### src/rtl/irq_arb_pkg.sv
package irq_arb_pkg;
  localparam int LVL_W     = 3;
  localparam int NUM_LVL   = 7;
  localparam int VEC_W     = 8;
  localparam int ADDR_W    = VEC_W + 2;
  localparam int AUTO_BASE = 24;
  localparam int USER_MIN  = 64;
  localparam int SPUR_VEC  = 24;

  function automatic logic [VEC_W-1:0] auto_vec_num(input logic [LVL_W-1:0] lvl);
    return VEC_W'(AUTO_BASE) + VEC_W'(lvl);
  endfunction

  function automatic logic [VEC_W-1:0] clean_user_vec(input logic [VEC_W-1:0] v);
    return (v >= VEC_W'(USER_MIN)) ? v : VEC_W'(SPUR_VEC);
  endfunction

  function automatic logic [ADDR_W-1:0] table_addr(input logic [VEC_W-1:0] num);
    return {num, 2'b00};
  endfunction
endpackage

### src/rtl/irq_prio_enc.sv
module irq_prio_enc #(
  parameter int N  = 7,
  parameter int LW = 3
) (
  input  logic [N-1:0]  eff_i,
  output logic [LW-1:0] lvl_o
);
  logic [N-1:0] hit;

  for (genvar g = 0; g < N; g++) begin : g_hit
    if (g == N-1) begin : g_top
      assign hit[g] = eff_i[g];
    end else begin : g_low
      assign hit[g] = eff_i[g] & ~(|eff_i[N-1:g+1]);
    end
  end

  always_comb begin
    lvl_o = '0;
    for (int k = 0; k < N; k++) begin
      if (hit[k]) lvl_o = LW'(k + 1);
    end
  end
endmodule

### src/rtl/irq_mask_stack.sv
module irq_mask_stack #(
  parameter int DEPTH = 8,
  parameter int LW    = 3
) (
  input  logic          clk,
  input  logic          rst_n,
  input  logic          push_i,
  input  logic          pop_i,
  input  logic [LW-1:0] push_val_i,
  output logic [LW-1:0] mask_o,
  output logic          empty_o
);
  localparam int CW = $clog2(DEPTH + 1);

  logic [LW-1:0] stk [DEPTH];
  logic [LW-1:0] mask_q;
  logic [CW-1:0] cnt_q;

  assign mask_o  = mask_q;
  assign empty_o = (cnt_q == '0);

  always_ff @(posedge clk or negedge rst_n) begin
    if (!rst_n) begin
      mask_q <= '0;
      cnt_q  <= '0;
      for (int i = 0; i < DEPTH; i++) stk[i] <= '0;
    end else if (push_i) begin
      stk[0] <= mask_q;
      for (int i = 1; i < DEPTH; i++) stk[i] <= stk[i-1];
      mask_q <= push_val_i;
      if (cnt_q != CW'(DEPTH)) cnt_q <= cnt_q + 1'b1;
    end else if (pop_i && !empty_o) begin
      mask_q <= stk[0];
      for (int i = 0; i < DEPTH-1; i++) stk[i] <= stk[i+1];
      stk[DEPTH-1] <= '0;
      cnt_q <= cnt_q - 1'b1;
    end
  end
endmodule

### src/rtl/irq_vec_gen.sv
module irq_vec_gen
  import irq_arb_pkg::*;
(
  input  logic             autovec_i,
  input  logic [LVL_W-1:0] lvl_i,
  input  logic [VEC_W-1:0] user_vec_i,
  output logic [VEC_W-1:0] num_o
);
  assign num_o = autovec_i ? auto_vec_num(lvl_i) : clean_user_vec(user_vec_i);
endmodule

### src/rtl/irq_level_arb.sv
module irq_level_arb
  import irq_arb_pkg::*;
#(
  parameter int STACK_DEPTH = 8
) (
  input  logic              clk,
  input  logic              rst_n,
  input  logic [NUM_LVL-1:0] req_i,
  input  logic              ack_i,
  input  logic              ret_i,
  input  logic              autovec_i,
  input  logic [VEC_W-1:0]  user_vec_i,
  output logic              irq_o,
  output logic [LVL_W-1:0]  irq_lvl_o,
  output logic [LVL_W-1:0]  mask_o,
  output logic [VEC_W-1:0]  vec_num_o,
  output logic [ADDR_W-1:0] vec_addr_o
);
  localparam logic [LVL_W-1:0] TOP_LVL = LVL_W'(NUM_LVL);

  logic               top_req_q;
  logic               nmi_pend_q;
  logic               nmi_rise;
  logic [NUM_LVL-1:0] eff_req;
  logic [LVL_W-1:0]   best_lvl;
  logic               lvl_pass;
  logic               accept;
  logic               pop_req;
  logic               stk_empty;
  logic [VEC_W-1:0]   next_vec;

  assign nmi_rise = req_i[NUM_LVL-1] & ~top_req_q;
  assign eff_req  = {nmi_pend_q, req_i[NUM_LVL-2:0]};

  irq_prio_enc #(.N(NUM_LVL), .LW(LVL_W)) u_enc (
    .eff_i (eff_req),
    .lvl_o (best_lvl)
  );

  assign lvl_pass  = (best_lvl == TOP_LVL) || (best_lvl > mask_o);
  assign irq_o     = lvl_pass;
  assign irq_lvl_o = lvl_pass ? best_lvl : '0;
  assign accept    = ack_i & lvl_pass;
  assign pop_req   = ret_i & ~accept;

  irq_mask_stack #(.DEPTH(STACK_DEPTH), .LW(LVL_W)) u_stk (
    .clk        (clk),
    .rst_n      (rst_n),
    .push_i     (accept),
    .pop_i      (pop_req),
    .push_val_i (best_lvl),
    .mask_o     (mask_o),
    .empty_o    (stk_empty)
  );

  irq_vec_gen u_vec (
    .autovec_i  (autovec_i),
    .lvl_i      (best_lvl),
    .user_vec_i (user_vec_i),
    .num_o      (next_vec)
  );

  always_ff @(posedge clk or negedge rst_n) begin
    if (!rst_n) begin
      top_req_q  <= 1'b0;
      nmi_pend_q <= 1'b0;
      vec_num_o  <= '0;
      vec_addr_o <= '0;
    end else begin
      top_req_q <= req_i[NUM_LVL-1];
      if (nmi_rise)
        nmi_pend_q <= 1'b1;
      else if (accept && best_lvl == TOP_LVL)
        nmi_pend_q <= 1'b0;
      if (accept) begin
        vec_num_o  <= next_vec;
        vec_addr_o <= table_addr(next_vec);
      end
    end
  end
endmodule

### config.mk
export PLATFORM = sky130hd
export DESIGN_NAME = irq_level_arb
export DESIGN_NICKNAME = d
export VERILOG_FILES = /design/src/rtl/irq_arb_pkg.sv /design/src/rtl/irq_prio_enc.sv /design/src/rtl/irq_mask_stack.sv /design/src/rtl/irq_vec_gen.sv /design/src/rtl/irq_level_arb.sv
export SDC_FILE = /design/constraint.sdc
export NUM_CORES = 1
export LEC_CHECK = 0
export ABC_AREA = 1
export ABC_CLOCK_PERIOD_IN_PS = 4200
export BUFFER_PORTS_ARGS = -buffer_cell sky130_fd_sc_hd__buf_2
export CORE_MARGIN = 1.5
export CORE_UTILIZATION = 55
export CTS_CLUSTER_SIZE = 8
export DETAILED_ROUTE_END_ITERATION = 10
export PLACE_DENSITY_LB_ADDON = 0.1
export SYNTH_ARGS = -nofsm -noshare
export SYNTH_HDL_FRONTEND = slang
export SYNTH_SLANG_ARGS = --single-unit
### constraint.sdc
create_clock -name clk -period 4.2 [get_ports clk]
set_input_delay 0.21 -clock clk [delete_from_list [all_inputs] [get_ports clk]]
set_output_delay 0.21 -clock clk [all_outputs]
set_load 0.02 [all_outputs]
**Word-level counts from Yosys, hierarchy flattened**

Index checks and enable logic that the tools add are counted.
Widths: inputs -> output; s select.

- Output and inout bits: 25
- RAM bits: 0
- Word-level logic and storage cells: 70
- Memories: 0
- Latch bits: 0
- Bits in registers: 41
- Bits in read-only memories: 0
- Input port bits: 20

- $add $sub $neg: 3
- Bitwise logic cells: 17
- Divide/modulo/power cells: 0
- Eq/ne operators: 3
- Reductions and logical operators: 13
- Shift-type cells: 0
- Multiply operators: 0
- Muxes and demuxes: 19
- Order comparisons: 2

Operators by type and width:

| kind | count |
|---|---|
| $mux 24 | 2 |
| $mux 3 | 9 |
| $mux 8 | 2 |
| $mux 4 | 3 |
| $and 1x1->1 | 9 |
| $ge 8x7->1 const B | 1 |
| $not 1->1 | 8 |
| $add 5x3->6 const A | 1 |
| $reduce_or 6->1 | 1 |
| $reduce_or 5->1 | 1 |
| $add 4x1->4 const B | 1 |
| $logic_not 4->1 | 1 |
| $ne 4x4->1 const B | 1 |
| $reduce_bool 2->1 | 2 |
| $reduce_or 4->1 | 1 |
| $sub 4x1->4 const B | 1 |
| $eq 3x3->1 const B | 1 |
| $gt 3x3->1 | 1 |
| $mux 1 | 3 |
| $reduce_or 3->1 | 1 |
| $logic_and 1x1->1 | 2 |
| $ne 2x1->1 const B | 1 |
| $reduce_and 2->1 | 1 |
| $reduce_or 2->1 | 1 |
| 2 further kinds | 2 |

**Longest topological paths before layout**

- Word-level depth: 18
- Gate-level depth with buffers: 26
- Gate-level depth less buffers: 24

**By module**

Synthesis repeated with hierarchy kept, for this count alone.

- Cells, all modules: 337
- Area, all modules: 2,565.0 um^2

Modules (own cells, without submodules):

| module | area an instance (um^2) | cells each | instances |
|---|---|---|---|
| irq_mask_stack | 1,696.6 | 221 | 1 |
| irq_level_arb | 661.9 | 71 | 1 |
| irq_vec_gen | 135.1 | 29 | 1 |
| irq_prio_enc | 71.3 | 16 | 1 |

**Worst setup path before layout**

OpenSTA, ideal clock, no wires.

- Path type: register to register
- Start: register nmi_pend_q
- End: register u_stk.cnt_q[3]
- Required time: 4,083 ps
- Setup slack: 1,523 ps
- Arrival time: 2,561 ps
- Path buffers: 2
- Cell stages (with the launch flop): 23
- Period minus slack after synthesis: 2,677 ps
- Cell sequence: dfrtp_1 > nor2_1 > inv_1 > nor2_1 > inv_1 > ha_1 > a21oi_1 > nand2_1 > nand2_2 > nand2_4 > nand2_4 > buf_6 > buf_6 > ha_1 > and3_1 > nor2_1 > inv_1 > nand2_1 > nand2_1 > inv_1 > nand2_1 > nand2_1 > nand2_1

- Word-level cells in the longest chain between the ends: 18
- Elaborated cells on any way between the ends: 35
- Classes of those cells: order compare: 1; eq/ne: 2; mux: 8; bitwise: 15; reduce/logical: 9

Ends and longest elaborated chain:

| element | RTL line | text |
|---|---|---|
| start, declared | irq_level_arb.sv:22 | `logic nmi_pend_q;` |
| start signal, assigned | irq_level_arb.sv:66 | `nmi_pend_q <= 1'b0;` |
| start signal, assigned | irq_level_arb.sv:72 | `nmi_pend_q <= 1'b1;` |
| start signal, assigned | irq_level_arb.sv:74 | `nmi_pend_q <= 1'b0;` |
| $reduce_or 6->1 | irq_prio_enc.sv:14 | `assign hit[g] = eff_i[g] & ~(\|eff_i[N-1:g+1]);` |
| $not 1->1 | irq_prio_enc.sv:14 |  |
| $and 1x1->1 | irq_prio_enc.sv:14 |  |
| $mux 1 | irq_prio_enc.sv:21 | `if (hit[k]) lvl_o = LW'(k + 1);` |
| $mux 3 (5 in a row) | irq_prio_enc.sv:21 |  |
| $mux 3 * | irq_prio_enc.sv:21 |  |
| $gt 3x3->1 / $eq 3x3->1 (equally long branches) | irq_level_arb.sv:40 | `assign lvl_pass = (best_lvl == TOP_LVL) \|\| (best_lvl > mask_o);` |
| $logic_or 1x1->1 * | irq_level_arb.sv:40 |  |
| net irq_o | irq_level_arb.sv:13 | `output logic irq_o,` |
| $and 1x1->1 * | irq_level_arb.sv:43 | `assign accept = ack_i & lvl_pass;` |
| $not 1->1 | irq_level_arb.sv:44 | `assign pop_req = ret_i & ~accept;` |
| $and 1x1->1 | irq_level_arb.sv:44 |  |
| $logic_and 1x1->1 | irq_mask_stack.sv:32 | `end else if (pop_i && !empty_o) begin` |
| $reduce_bool 2->1 (no line) | n/a |  |
| $reduce_and 2->1 (no line) | n/a |  |
| end signal, assigned | irq_mask_stack.sv:31 | `if (cnt_q != CW'(DEPTH)) cnt_q <= cnt_q + 1'b1;` |
| end signal, assigned | irq_mask_stack.sv:36 | `cnt_q <= cnt_q - 1'b1;` |
| end, declared | irq_mask_stack.sv:17 | `logic [CW-1:0] cnt_q;` |

The timed path passes the listed nets; every way through them passes the cells marked *.
A chain may end at the register's enable or synchronous reset.

**Worst setup path after layout**

- Start: register nmi_pend_q
- End: register u_stk.cnt_q[3]

- Word-level cells in the longest chain between the ends: 18
- Elaborated cells on any way between the ends: 35
- Classes of those cells: order compare: 1; eq/ne: 2; mux: 8; bitwise: 15; reduce/logical: 9

Ends and longest elaborated chain:

| element | RTL line |
|---|---|
| $reduce_or 6->1 | irq_prio_enc.sv:14 |
| $not 1->1 | irq_prio_enc.sv:14 |
| $and 1x1->1 | irq_prio_enc.sv:14 |
| $mux 1 | irq_prio_enc.sv:21 |
| $mux 3 (5 in a row) | irq_prio_enc.sv:21 |
| $mux 3 * | irq_prio_enc.sv:21 |
| $gt 3x3->1 / $eq 3x3->1 (equally long branches) | irq_level_arb.sv:40 |
| $logic_or 1x1->1 * | irq_level_arb.sv:40 |
| $and 1x1->1 * | irq_level_arb.sv:43 |
| $not 1->1 | irq_level_arb.sv:44 |
| $and 1x1->1 | irq_level_arb.sv:44 |
| $logic_and 1x1->1 | irq_mask_stack.sv:32 |
| $reduce_bool 2->1 (no line) | n/a |
| $reduce_and 2->1 (no line) | n/a |

Mark *: on every way between the ends. The rest lies on a longest branch, timed or not.

==> summary.md <==
| Metric | Value |
|---|---|
| Status | complete, no violations |
| N_diodes | 0 |
| Main area contributors after synthesis | dfrtp_1, nand2_1, inv_1 |
| CP arrival | slightly above 3 ns |
| Final period utilization | 68.6% |
| Syn-to-layout area delta | 11.7% |
| Initial antenna violation count | 0 |
| NumNets Final | 310 |
| Cells after Synth | 252 |
| CTS H-tree depth | 2 |
| IO buf count | 42 |
| Post-cts resize count | 0 |
| First-pass GRT wire length | 7.29 mm |
| Avg Cell Area, Syn | 8.70 um^2 |
| Placed cells | 325 |
| CTS tree | done |
| Setup Crit Path Kind | register to register |
| MaxCap Viol Count | 0 |
| Synth area leader | dfrtp_1 |
| Most used cell, CP | nand2_1 |
| Die height | 66.2 um |
| Post-synth top area share | 46.8% |
| Buf+Inv Stages, Crit Path | 4 |
| Width of the chip | 66.2 um |
| RSZ-0062 raised after global routing | false |
| Slew @ Worst Pin | about 0.9 ns |
| Vias per inst | a little over 5 |
| Crit path capture type | register |
| # IOs | 45 |
| Largest net degree at the start of global routing | 42 |
| Clock root cell | clkbuf_8 |
| GRT met2 Usage | 36.6% |
| F_max | 347 MHz |
| Critical Path Start Type | register |
| FF+latch area | 0.00103 mm^2 |
| Relative slew slack | roughly two fifths |
| Grt peak-use layer | met2 |
| FILL cells | 334 |
| Postcts setup bufs | 0 |
| Final hold violation count | 0 |
| Total core area | 0.00374 mm^2 |
| Worst VDD drop | 0.532 mV |
| Cts bufs inserted | 5 |
| Final setup TNS | 0 ns |
| Post-Synthesis Cell Area | 0.00219 mm^2 |
| Starting density of the core | 58.6% |
| Vias | 1,717 |
| Synth top cells by count | nand2_1, dfrtp_1, inv_1 |
| Pwr dens | 789 mW/mm^2 |
| Total track usage | between 20% and 30% |
| Cell variety after synth | 27 |
| Total wire length | around 4.2 mm |
| Cell row count | 22 |
| Top fanout value on the critical path | 35 |
| Clk_skew | approximately 0.0084 ns |
| Slowest stage delay, CP | 0.39 ns |
| Share of the yosys chip area belonging to registers | between 40% and 50% |
| #FFs+latches synth | between 40 and 50 |
| Count leader, synth | nand2_1 |
| Slowest stage cell on the critical path | dfrtp_1 |
| ANT nets after route | 0 |
| Ys Warns | 0 |
| Worst path cell trace | nor2_1 -> inv_1 -> nor2_1 -> inv_1 -> ha_1 -> a21oi_1 -> nand2_1 -> nand2_2 -> nand2_4 -> nand2_4 -> ha_1 -> and3_1 -> nor2_1 -> inv_1 -> nand2_1 -> nand2_1 -> inv_1 -> nand2_1 -> nand2_1 -> nand2_1 |
| TritonRoute pass-1 iters | 4 |
| Post-route DRC | 0 |
| Met1 track demand over resource | 28.0% |
| Leak | 1.25 nW |
| Per-cell routed wire length | 12.6 um |
| GPL Wtd Cong | roughly 0.78 |
| Die ar. | 0.00438 mm^2 |
| Final Critical Period | between 2 and 3 ns |
| Grt met3 use | 6.47% |
| Top delay family on crit path | simple AND/OR/NAND/NOR gates |
| Total congestion overflow | 0 |
| Final Max Slew Viols | 0 |
| Synth Flop Type | dfrtp_1 |
| Share of layout cells above drive strength 1 | between 20% and 30% |
| Initial drt markers | 106 |
| Tot Pwr | 1.93 mW |
| Vias in the first global route | 1,651 |
| Hold_buf cts | 0 |
| Finished Layout Cells | 333 |
| Clock Sinks | 41 |
| Critical path required time | 4.40 ns |
| Clk pin slew, worst setup/hold paths | 0.08 ns |
| Hold Path Class | primary input to register |
| EDFF count, synth | 0 |
| HPWL after DPL | 2.93 mm |
| Max Root-Sink Buffers | 2 |
| Clk Latency, worst-skew pair | 0.31 ns |
| Multi-input logic area | ~890 um^2 |
| Setup Viol. Count Final | 0 |
| Ys async rst share | 100% |
-- path summary, 6_finish.rpt --
| check | depth (start not counted) | start | end | slack (ns) |
|---|---|---|---|---|
| worst min-delay path | 1 | req_i[6] | top_req_q | 0.02 |
| max in group asynchronous | 1 | rst_n | u_stk.stk[14] | 3.60 |
| min in group asynchronous | 1 | rst_n | vec_addr_o[7] | 0.03 |
| worst min register to register | 1 | top_req_q | nmi_pend_q | 0.43 |
| worst max-delay path | 20 | nmi_pend_q | u_stk.cnt_q[3] | 1.32 |
| worst max register to register | 20 | nmi_pend_q | u_stk.cnt_q[3] | 1.32 |
-- report_power, final --
group          switching [mW]  internal, mW
registers               0.118         0.565
clock network           0.151         0.239
logic                   0.557         0.302
total                   0.826          1.11
-- worst reg2reg max path, stage by stage (launching register included) --
cell and delay, ns:
dfrtp_1 0.39, nor2_1 0.13, inv_1 0.05, nor2_1 0.14
inv_1 0.06, ha_1 0.30, a21oi_1 0.14, nand2_1 0.08
nand2_2 0.10, nand2_4 0.08, nand2_4 0.33, ha_1 0.35
and3_1 0.16, nor2_1 0.12, inv_1 0.05, nand2_1 0.06
nand2_1 0.06, inv_1 0.06, nand2_1 0.05, nand2_1 0.05
nand2_1 0.04
-- cell usage in the layout, fill, tap and decap left out, types with 3 or more instances in the layout --
master	netlist	final
a21oi_1	6	6
buf_2	1	42
clkbuf_8	0	5
dfrtp_1	41	41
ha_1	5	5
inv_1	27	27
inv_2	3	3
nand2_1	71	71
nand2_2	4	4
nand2_4	3	3
nand3_1	11	11
nor2_1	15	15
o211ai_1	12	12
o211ai_2	7	7
o21ai_0	5	5
o21ai_1	8	8
o22ai_1	5	5
-- metal layers --
layer	vias up	part of all wire, %
met4	0	1.5
met2	37	46
met1	811	47
met3	6	5.2
met5	-	0
li1	863	-
-- cell families after synthesis --
family                   Yosys count  synth area share (%)
AO/OA/AOI/OAI                     48                  15.7
XOR/XNOR                           2                 0.799
adder cells (fa/ha/maj)            6                  3.77
buffers and inverters             49                  12.6
flip-flops                        41                  46.8
other                              1                 0.171
AND/OR/NAND/NOR                  105                  20.2
-- area by class of cell --
type / count / area share (%)
sequential: 41 / 41.9
timing repair buffer: 42 / 8.58
tap: 48 / 2.45
inverter: 31 / 4.95
multi-input combinational: 163 / 36.5
clock buffer: 5 / 2.81
clock inverter: 3 / 2.81
-- metrics by stage --
stage               setup WS [ns]  instance area, um^2  hold slack (ns)  util, %
floorplan                    1.52                 2200          -0.0856        -
global placement             1.42                 2310            0.337     61.8
detailed placement           1.32                 2310            0.341     61.8
CTS                          1.31                 2450           0.0192     65.4
global route                0.979                 2450           0.0168     65.4
finish                       1.32                 2450           0.0223     65.4
-- flip-flops by register name, indices dropped and copies added, names as in the netlist --
name,count
u_stk.cnt_q,4
u_stk.stk,24
vec_addr_o,8
top_req_q,1
nmi_pend_q,1
u_stk.mask_o,3
Note: power is estimated with default switching activity, not from simulation.
